<file path="src/rtl/pdm_dec_pkg.sv">
package pdm_dec_pkg;

    // Overall decimation choice carried by the ratio select input.
    typedef enum logic {
        RATIO_64  = 1'b0,
        RATIO_128 = 1'b1
    } ratio_e;

    // Bits of one PDM period after the edge demultiplexer.
    typedef struct packed {
        logic left;
        logic right;
    } pdm_pair_t;

    // Right shift that maps the full-scale CIC result onto a signed pcm_w word.
    function automatic int pcm_shift(input int log2_total, input int pcm_w);
        return 3 * log2_total - (pcm_w - 1);
    endfunction

endpackage

</file>
<file path="src/rtl/pdm_edge_split.sv">
module pdm_edge_split
    import pdm_dec_pkg::*;
(
    input  logic      clk,
    input  logic      rst,
    input  logic      en,
    input  logic      pdm_dat,
    input  logic      pdm_rise,
    input  logic      pdm_fall,
    output pdm_pair_t pair,
    output logic      step
);

    logic left_q;

    always_ff @(posedge clk) begin
        if (rst) begin
            left_q <= 1'b0;
        end else if (en && pdm_rise) begin
            left_q <= pdm_dat;
        end
    end

    // A PDM period is complete once its right bit is present.
    assign step       = en && pdm_fall;
    assign pair.left  = left_q;
    assign pair.right = pdm_dat;

endmodule

</file>
<file path="src/rtl/pdm_dec_phase.sv">
module pdm_dec_phase #(
    parameter int S1_LO = 8,
    parameter int S1_HI = 16,
    parameter int S2_R  = 8
) (
    input  logic clk,
    input  logic rst,
    input  logic clr,
    input  logic step,
    input  logic ratio_hi,
    output logic dump1,
    output logic s2_step,
    output logic dump2,
    output logic out_stb
);

    localparam int C1W = $clog2(S1_HI);
    localparam int C2W = (S2_R > 1) ? $clog2(S2_R) : 1;

    logic [C1W-1:0] cnt1;
    logic [C2W-1:0] cnt2;
    logic [C1W-1:0] lim1;

    assign lim1  = ratio_hi ? C1W'(S1_HI - 1) : C1W'(S1_LO - 1);
    assign dump1 = step && (cnt1 == lim1);
    assign dump2 = s2_step && (cnt2 == C2W'(S2_R - 1));

    always_ff @(posedge clk) begin
        if (rst || clr) begin
            cnt1    <= '0;
            cnt2    <= '0;
            s2_step <= 1'b0;
            out_stb <= 1'b0;
        end else begin
            if (step) begin
                cnt1 <= dump1 ? '0 : cnt1 + C1W'(1);
            end
            s2_step <= dump1;
            if (s2_step) begin
                cnt2 <= dump2 ? '0 : cnt2 + C2W'(1);
            end
            out_stb <= dump2;
        end
    end

endmodule

</file>
<file path="src/rtl/cic3_stage.sv">
module cic3_stage #(
    parameter int IN_W  = 2,
    parameter int ACC_W = 14
) (
    input  logic                    clk,
    input  logic                    rst,
    input  logic                    clr,
    input  logic                    step,
    input  logic                    dump,
    input  logic signed [IN_W-1:0]  din,
    output logic signed [ACC_W-1:0] dout
);

    logic signed [ACC_W-1:0] x_ext;
    logic signed [ACC_W-1:0] ig1, ig2, ig3;
    logic signed [ACC_W-1:0] dl1, dl2, dl3;
    logic signed [ACC_W-1:0] c1, c2, c3;

    assign x_ext = ACC_W'(din);

    // Comb section at the decimated rate, differential delay of one.
    assign c1 = ig3 - dl1;
    assign c2 = c1 - dl2;
    assign c3 = c2 - dl3;

    always_ff @(posedge clk) begin
        if (rst || clr) begin
            ig1  <= '0;
            ig2  <= '0;
            ig3  <= '0;
            dl1  <= '0;
            dl2  <= '0;
            dl3  <= '0;
            dout <= '0;
        end else begin
            if (step) begin
                ig1 <= ig1 + x_ext;
                ig2 <= ig2 + ig1;
                ig3 <= ig3 + ig2;
            end
            if (dump) begin
                dl1  <= ig3;
                dl2  <= c1;
                dl3  <= c2;
                dout <= c3;
            end
        end
    end

endmodule

</file>
<file path="src/rtl/pdm_stereo_decim.sv">
module pdm_stereo_decim
    import pdm_dec_pkg::*;
#(
    parameter int S1_LO    = 8,
    parameter int S1_HI    = 16,
    parameter int S2_R     = 8,
    parameter int PCM_W    = 16,
    parameter int SKIP_OUT = 2
) (
    input  logic             clk,
    input  logic             rst,
    input  logic             en,
    input  logic             pdm_dat,
    input  logic             pdm_rise,
    input  logic             pdm_fall,
    input  logic             ratio_sel,
    output logic [PCM_W-1:0] pcm_left,
    output logic [PCM_W-1:0] pcm_right,
    output logic             pcm_valid
);

    localparam int LOG_S1HI = $clog2(S1_HI);
    localparam int LOG_S1LO = $clog2(S1_LO);
    localparam int LOG_S2   = $clog2(S2_R);
    localparam int W1       = 2 + 3 * LOG_S1HI;
    localparam int W2       = W1 + 3 * LOG_S2;
    localparam int SH_HI    = pcm_shift(LOG_S1HI + LOG_S2, PCM_W);
    localparam int SH_LO    = pcm_shift(LOG_S1LO + LOG_S2, PCM_W);
    localparam int WMW      = $clog2(SKIP_OUT + 1);
    localparam logic signed [W2-1:0] HI_LIM = W2'((2 ** (PCM_W - 1)) - 1);
    localparam logic signed [W2-1:0] LO_LIM = -W2'(2 ** (PCM_W - 1));
    localparam logic signed [1:0] BIT_POS = 2'sb01;
    localparam logic signed [1:0] BIT_NEG = 2'sb11;

    function automatic logic [PCM_W-1:0] to_pcm(input logic signed [W2-1:0] v, input logic hi);
        logic signed [W2-1:0] s;
        s = hi ? (v >>> SH_HI) : (v >>> SH_LO);
        if (s > HI_LIM)      return HI_LIM[PCM_W-1:0];
        else if (s < LO_LIM) return LO_LIM[PCM_W-1:0];
        else                 return s[PCM_W-1:0];
    endfunction

    ratio_e    ratio_cfg;
    logic      ratio_q;
    logic      ratio_hi;
    logic      clr;
    pdm_pair_t pair;
    logic      step1, dump1, s2_step, dump2, out_stb;
    logic [1:0] ch_bit;
    logic [WMW-1:0] warm;
    logic signed [W1-1:0] s1_out [2];
    logic signed [W2-1:0] s2_out [2];

    assign ratio_cfg = ratio_e'(ratio_sel);
    assign ratio_hi  = (ratio_cfg == RATIO_128);
    assign clr       = !en || (ratio_sel != ratio_q);
    assign ch_bit    = {pair.right, pair.left};

    pdm_edge_split u_split (
        .clk      (clk),
        .rst      (rst),
        .en       (en),
        .pdm_dat  (pdm_dat),
        .pdm_rise (pdm_rise),
        .pdm_fall (pdm_fall),
        .pair     (pair),
        .step     (step1)
    );

    pdm_dec_phase #(.S1_LO(S1_LO), .S1_HI(S1_HI), .S2_R(S2_R)) u_phase (
        .clk      (clk),
        .rst      (rst),
        .clr      (clr),
        .step     (step1),
        .ratio_hi (ratio_hi),
        .dump1    (dump1),
        .s2_step  (s2_step),
        .dump2    (dump2),
        .out_stb  (out_stb)
    );

    for (genvar ch = 0; ch < 2; ch++) begin : g_chan
        cic3_stage #(.IN_W(2), .ACC_W(W1)) u_s1 (
            .clk  (clk),
            .rst  (rst),
            .clr  (clr),
            .step (step1),
            .dump (dump1),
            .din  (ch_bit[ch] ? BIT_POS : BIT_NEG),
            .dout (s1_out[ch])
        );
        cic3_stage #(.IN_W(W1), .ACC_W(W2)) u_s2 (
            .clk  (clk),
            .rst  (rst),
            .clr  (clr),
            .step (s2_step),
            .dump (dump2),
            .din  (s1_out[ch]),
            .dout (s2_out[ch])
        );
    end

    always_ff @(posedge clk) begin
        if (rst) begin
            ratio_q   <= 1'b0;
            warm      <= '0;
            pcm_left  <= '0;
            pcm_right <= '0;
            pcm_valid <= 1'b0;
        end else begin
            ratio_q   <= ratio_sel;
            pcm_valid <= 1'b0;
            if (clr) begin
                warm <= '0;
            end else if (out_stb) begin
                if (warm == WMW'(SKIP_OUT)) begin
                    pcm_left  <= to_pcm(s2_out[0], ratio_hi);
                    pcm_right <= to_pcm(s2_out[1], ratio_hi);
                    pcm_valid <= 1'b1;
                end else begin
                    warm <= warm + WMW'(1);
                end
            end
        end
    end

endmodule

</file>
<file path="config.mk">
export PLATFORM = sky130hd
export DESIGN_NAME = pdm_stereo_decim
export DESIGN_NICKNAME = d
export VERILOG_FILES = /design/src/rtl/pdm_dec_pkg.sv /design/src/rtl/pdm_edge_split.sv /design/src/rtl/pdm_dec_phase.sv /design/src/rtl/cic3_stage.sv /design/src/rtl/pdm_stereo_decim.sv
export SDC_FILE = /design/constraint.sdc
export NUM_CORES = 2
export LEC_CHECK = 0
export BUFFER_PORTS_ARGS = -buffer_cell sky130_fd_sc_hd__buf_2
export CAP_MARGIN = 20
export CELL_PAD_IN_SITES_DETAIL_PLACEMENT = 1
export CELL_PAD_IN_SITES_GLOBAL_PLACEMENT = 2
export CORE_MARGIN = 4
export CORE_UTILIZATION = 39
export DETAILED_ROUTE_END_ITERATION = 7
export PLACE_DENSITY_LB_ADDON = 0.1
export SLEW_MARGIN = 20
export SYNTH_ARGS = -nofsm -noshare
export SYNTH_HDL_FRONTEND = slang
export SYNTH_SLANG_ARGS = --single-unit
</file>
<file path="constraint.sdc">
create_clock -name clk -period 5.6 [get_ports clk]
set_clock_uncertainty 0.05 [all_clocks]
set_input_delay 0.28 -clock clk [delete_from_list [all_inputs] [get_ports clk]]
set_output_delay 0.28 -clock clk [all_outputs]
set_load 0.01 [all_outputs]
</file>
==> results.txt <==
----------------------------------------------------
[Run status]
  Run status ... finished clean

[Critical path]
  Critical R2R Capture ... g_chan[0].u_s2.dout[22]
  Endpoint kind of the worst setup timing path ... register
  Start-to-end type of the worst setup path ... reg -> reg
  Worst reg2reg path depth ... 27
  Worst flop-to-flop path startpoint ... g_chan[0].u_s2.dl1[1]
  Required time reported for the critical path endpoint ... just over 6 ns
  Critical Path Source Type ... register
  Maximum fanout along the worst path ... 4
  Worst path arrival time ... 5.95 ns
  Slack of the worst reg-to-reg path ... roughly 0.16 ns

[Placed design]
  Final RePlAce weighted congestion ... 0.770
  Standard cell area after detailed placement ... between 0.03 and 0.04 mm^2
  IO buf count ... 39
  HPWL reported at the end of detailed placement ... ~70000 um
  Number of placed instances with taps included ... 6092

[Min path]
  Type of the most critical hold path ... in -> reg
  Hold path startpoint ... pdm_dat
  Worst hold path stage count ... 4
  Worst Hold Path EP ... g_chan[1].u_s1.ig1[13]

[Finish]
  Count of nets after finishing ... 5369
  Commonest cells after routing, fill and taps aside ... 680 x sky130_fd_sc_hd__nand2_1, 592 x sky130_fd_sc_hd__a21oi_1, 553 x sky130_fd_sc_hd__dfxtp_1, 456 x sky130_fd_sc_hd__nor2_1, 414 x sky130_fd_sc_hd__ha_1
  Footprint of the multi-input gates ... about 0.026 mm^2
  Layout-stage area growth over the synthesis result ... 12.7%
  Share of final-layout standard cells stronger than drive strength 1 ... 0.0771
  Fillers ... 11800
  Post-route cell area ... 0.0430 mm^2
  Most common cell after layout, fill and taps aside ... sky130_fd_sc_hd__nand2_1
  Total inserted antenna cells ... 0
  Non-filler instance count after layout ... approximately 6300
  Seq. cell area ... roughly 0.011 mm^2

[Global route]
  Initial antenna violation count ... 0
  Leftover overflow at the end of global routing ... 0
  Vias in the first global route ... around 33000
  First-pass GRT wire length ... between 150000 and 200000 um
  Overall Global Routing Usage ... 0.188
  Largest net degree at the start of global routing ... 158

[Drt]
  Drt first-iter violations ... between 1000 and 1500
  Number of detailed-routing iterations run before antenna repair ... 4
  Detail Route Antenna Nets ... 0
  Final wirelength ... a little under 100000 um
  Total DRC errors in the routed layout ... 0
  Via-to-Cell Ratio ... between 5 and 6
  Total number of vias ... between 30000 and 40000
  Post-DR wirelength/cell ... 15.7 um

[Power]
  Switching part of the total ... 0.233
  Cell area power density ... about 220 mW/mm^2
  Net switching power ... around 2.2 mW
  Leak pwr ... ~17 nW
  Internal power of the cells ... 7.13 mW
  Power share of the sequential group ... 0.429
  Relative contribution of the clock network to total power ... 0.528
  Logic pwr share ... 0.043
  Total power consumption of the routed design ... around 9.3 mW
  Peak supply drop ... roughly 180 uV

[Floorplan]
  Horizontal die dimension ... ~320 um
  Number of placement rows ... about 110
  Count of boundary I/O pins ... 40
  Effective utilization at floorplan ... 0.394
  Die Area ... 0.103 mm^2
  Area of the core ... 0.0969 mm^2
  DIE HEIGHT ... approximately 320 um

[STA]
  Time the final worst path needs with I/O delays and setup ... 5.44 ns
  Fin. Hold Viols ... 0
  Relative max-transition margin ... 0.324
  Highest attainable clock frequency ... around 0.18 GHz
  Total of endpoints with negative setup slack in the final report ... 0
  Max-slew violation count ... 0
  Worst Hold Slack ... about 0.12 ns
  Post-route fraction of the period consumed by the critical path ... 0.971
  Worst Tran Pin Value ... 0.988 ns

[Synthesis]
  Count of different cell masters after synthesis ... between 70 and 80
  Sequential area share after synthesis ... 0.293
  Synthesized instance count ... between 4000 and 5000
  Area fraction in compound gates after synthesis ... 0.210
  Synthesized cell area ... 0.0382 mm^2
  Fraction of synthesized area in multiplexers ... 0.0335
  Most common flop cell mapped by yosys ... sky130_fd_sc_hd__dfxtp_1
  Flop and latch count out of synthesis ... around 560
  Adder-cell share of the synthesized area ... 0.149
  Fraction of registers with async set/reset ... 0
  Mapped Nets ... about 5300
  Post-synth EDFFs ... 0
  Average cell area after synthesis ... between 7 and 8 um^2
  Combinational family with the most area after synthesis ... compound AO/OA/AOI/OAI gates
  Fraction of synthesized cell area in xor and xnor cells ... 0.0765
  Post-synthesis share of cell area spent on and, or, nand and nor gates ... 0.190
  Number of warning messages in the yosys log ... 0

[Clock network]
  Source-to-sink clock delay at the later pin of the worst-skew pair ... 0.64 ns
  Clock-pin slew reported for the worst setup and hold paths after clock tree synthesis ... roughly 0.06 ns
  H-Tree Depth ... 3
  Root cell of the clock tree ... sky130_fd_sc_hd__clkbuf_16
  Clock Sink Count ... 558
  Maximum clock insertion buffer count ... 3
  TritonCTS Buffers ... between 70 and 80
  TritonCTS clock tree ... done

[Job]
  Total of max-cap violations ... 0

----------------------------------------------------
-- worst max-delay path: stages, from the launching register on --
cell	delay, ns
sky130_fd_sc_hd__dfxtp_2	0.33
sky130_fd_sc_hd__inv_2	0.04
sky130_fd_sc_hd__ha_4	0.20
sky130_fd_sc_hd__nor2b_4	0.12
sky130_fd_sc_hd__o21ai_2	0.16
sky130_fd_sc_hd__a21boi_2	0.09
sky130_fd_sc_hd__o41ai_2	0.30
sky130_fd_sc_hd__buf_4	0.18
sky130_fd_sc_hd__o21bai_4	0.06
sky130_fd_sc_hd__a21o_1	0.18
sky130_fd_sc_hd__a21oi_2	0.19
sky130_fd_sc_hd__xnor2_2	0.10
sky130_fd_sc_hd__ha_1	0.36
sky130_fd_sc_hd__a21o_1	0.23
sky130_fd_sc_hd__a21oi_2	0.18
sky130_fd_sc_hd__nor2b_2	0.08
sky130_fd_sc_hd__a211o_1	0.34
sky130_fd_sc_hd__a311oi_2	0.39
sky130_fd_sc_hd__xnor2_2	0.13
sky130_fd_sc_hd__ha_1	0.32
sky130_fd_sc_hd__and4_1	0.17
sky130_fd_sc_hd__nand2_1	0.05
sky130_fd_sc_hd__a211o_1	0.28
sky130_fd_sc_hd__a31oi_4	0.23
sky130_fd_sc_hd__a21oi_2	0.10
sky130_fd_sc_hd__o21bai_1	0.15
sky130_fd_sc_hd__xnor3_1	0.22
sky130_fd_sc_hd__a21oi_1	0.12
-- registers in the layout, indices dropped and copies added (netlist names), 40 cells and up --
name and flops:
g_chan.u_s2.ig1 46, g_chan.u_s2.dl3 46, g_chan.u_s2.dl1 46, g_chan.u_s2.dl2 46
g_chan.u_s2.ig3 46, g_chan.u_s2.ig2 46, g_chan.u_s2.dout 40
-- kinds of logic (layout without fill, tap and decap cells) --
family / Yosys count / in the layout
fa+ha+maj: 442 / 442
compound gates: 1299 / 1299
simple gates: 1646 / 1646
xor+xnor: 327 / 327
mux: 124 / 124
flops: 558 / 558
buf+inv: 495 / 582
-- per-layer routing --
metal | vias to the layer above | routed length [um] | global-route usage
met1 | 15400 | 45700 | 0.232
met3 | 130 | 1800 | 0.0245
li1 | 17100 | - | -
met5 | - | 0 | 0
met4 | 0 | 2070 | 0.0452
met2 | 179 | 48400 | 0.347
-- power by group through the flow --
stage / Combinational, mW / Sequential (mW) / Clock (mW)
after floorplan: 0.303 / 4.07 / 0
after global placement: 0.401 / 4.07 / 0
after detailed placement: 0.407 / 4.07 / 0
after CTS: 0.410 / 3.98 / 5.09
after global routing: 0.451 / 3.98 / 5.24
final: 0.400 / 3.98 / 4.91
-- worst max path at each step --
stage | startpoint | endpoint | slack [ns] | cells past startpoint
global placement | g_chan[1].u_s2.ig3[0] | g_chan[1].u_s2.dout[22] | -0.02 | 28
detailed placement | g_chan[1].u_s2.dl1[1] | g_chan[1].u_s2.dout[22] | -0.07 | 27
CTS | g_chan[1].u_s2.dl1[1] | g_chan[1].u_s2.dout[22] | -0.04 | 28
floorplan | g_chan[1].u_s2.ig3[0] | g_chan[1].u_s2.dout[22] | 0.46 | 28
finish | g_chan[0].u_s2.dl1[1] | g_chan[0].u_s2.dout[22] | 0.16 | 27
global route | g_chan[0].u_s2.dl1[1] | g_chan[0].u_s2.dout[22] | -0.12 | 27
-- stage by stage --
stage | util | setup slack (ns) | TNS [ns]
after global routing | 0.444 | -0.123 | -0.210
after global placement | 0.412 | -0.0164 | -0.0164
after detailed placement | 0.412 | -0.0671 | -0.0875
final | 0.444 | 0.161 | 0
after CTS | 0.438 | -0.0379 | -0.0379
after floorplan | - | 0.459 | 0
-- cells in the mapped netlist, types with 12 or more instances --
cell type,instances,share of area
sky130_fd_sc_hd__nand2_1,682,0.067
sky130_fd_sc_hd__a21oi_1,602,0.079
sky130_fd_sc_hd__dfxtp_1,558,0.29
sky130_fd_sc_hd__nor2_1,460,0.045
sky130_fd_sc_hd__ha_1,420,0.14
sky130_fd_sc_hd__inv_1,312,0.031
sky130_fd_sc_hd__xnor2_1,237,0.054
sky130_fd_sc_hd__clkbuf_1,160,0.016
sky130_fd_sc_hd__o21ai_0,157,0.021
sky130_fd_sc_hd__a21o_1,146,0.029
sky130_fd_sc_hd__nor3_1,126,0.017
sky130_fd_sc_hd__mux2i_1,94,0.025
sky130_fd_sc_hd__nand3_1,88,0.012
sky130_fd_sc_hd__xor2_1,86,0.020
sky130_fd_sc_hd__nor2b_1,73,0.012
sky130_fd_sc_hd__a211oi_1,67,0.013
sky130_fd_sc_hd__nand2b_1,56,0.0092
sky130_fd_sc_hd__o21a_1,46,0.0090
sky130_fd_sc_hd__o21bai_1,42,0.0083
sky130_fd_sc_hd__mux2_2,30,0.0088
sky130_fd_sc_hd__or3_1,30,0.0049
sky130_fd_sc_hd__a31oi_1,29,0.0048
sky130_fd_sc_hd__and3_1,25,0.0041
sky130_fd_sc_hd__o31ai_1,24,0.0047
sky130_fd_sc_hd__fa_1,22,0.012
sky130_fd_sc_hd__buf_1,21,0.0021
sky130_fd_sc_hd__o41ai_1,21,0.0048
sky130_fd_sc_hd__nand4_1,19,0.0031
sky130_fd_sc_hd__o31a_1,19,0.0044
sky130_fd_sc_hd__and2_1,18,0.0029
sky130_fd_sc_hd__o21ai_1,17,0.0022
sky130_fd_sc_hd__a2111oi_0,14,0.0032
sky130_fd_sc_hd__a21boi_0,14,0.0028
sky130_fd_sc_hd__o211ai_1,14,0.0028
sky130_fd_sc_hd__nor3b_1,13,0.0026
sky130_fd_sc_hd__a22o_1,12,0.0028
-- layout make-up --
| type | instances | share of cell area |
|---|---|---|
| Multi-Input combinational cell | 3838 | 0.594 |
| Sequential cell | 558 | 0.260 |
| Clock buffer | 119 | 0.0557 |
| Tap cell | 1276 | 0.0371 |
| Inverter | 314 | 0.0274 |
| Timing Repair Buffer | 134 | 0.0222 |
| Clock inverter | 15 | 0.00323 |
-- what timing repair did --
action	in CTS	in global routing
setup buffers	0	26
hold buffers	3	0
gates resized for setup	6	80
setup endpoints to repair	4	17
hold endpoints to repair	1	0
pin swaps	1	61
No activity file was read; power rests on OpenSTA's default activity.
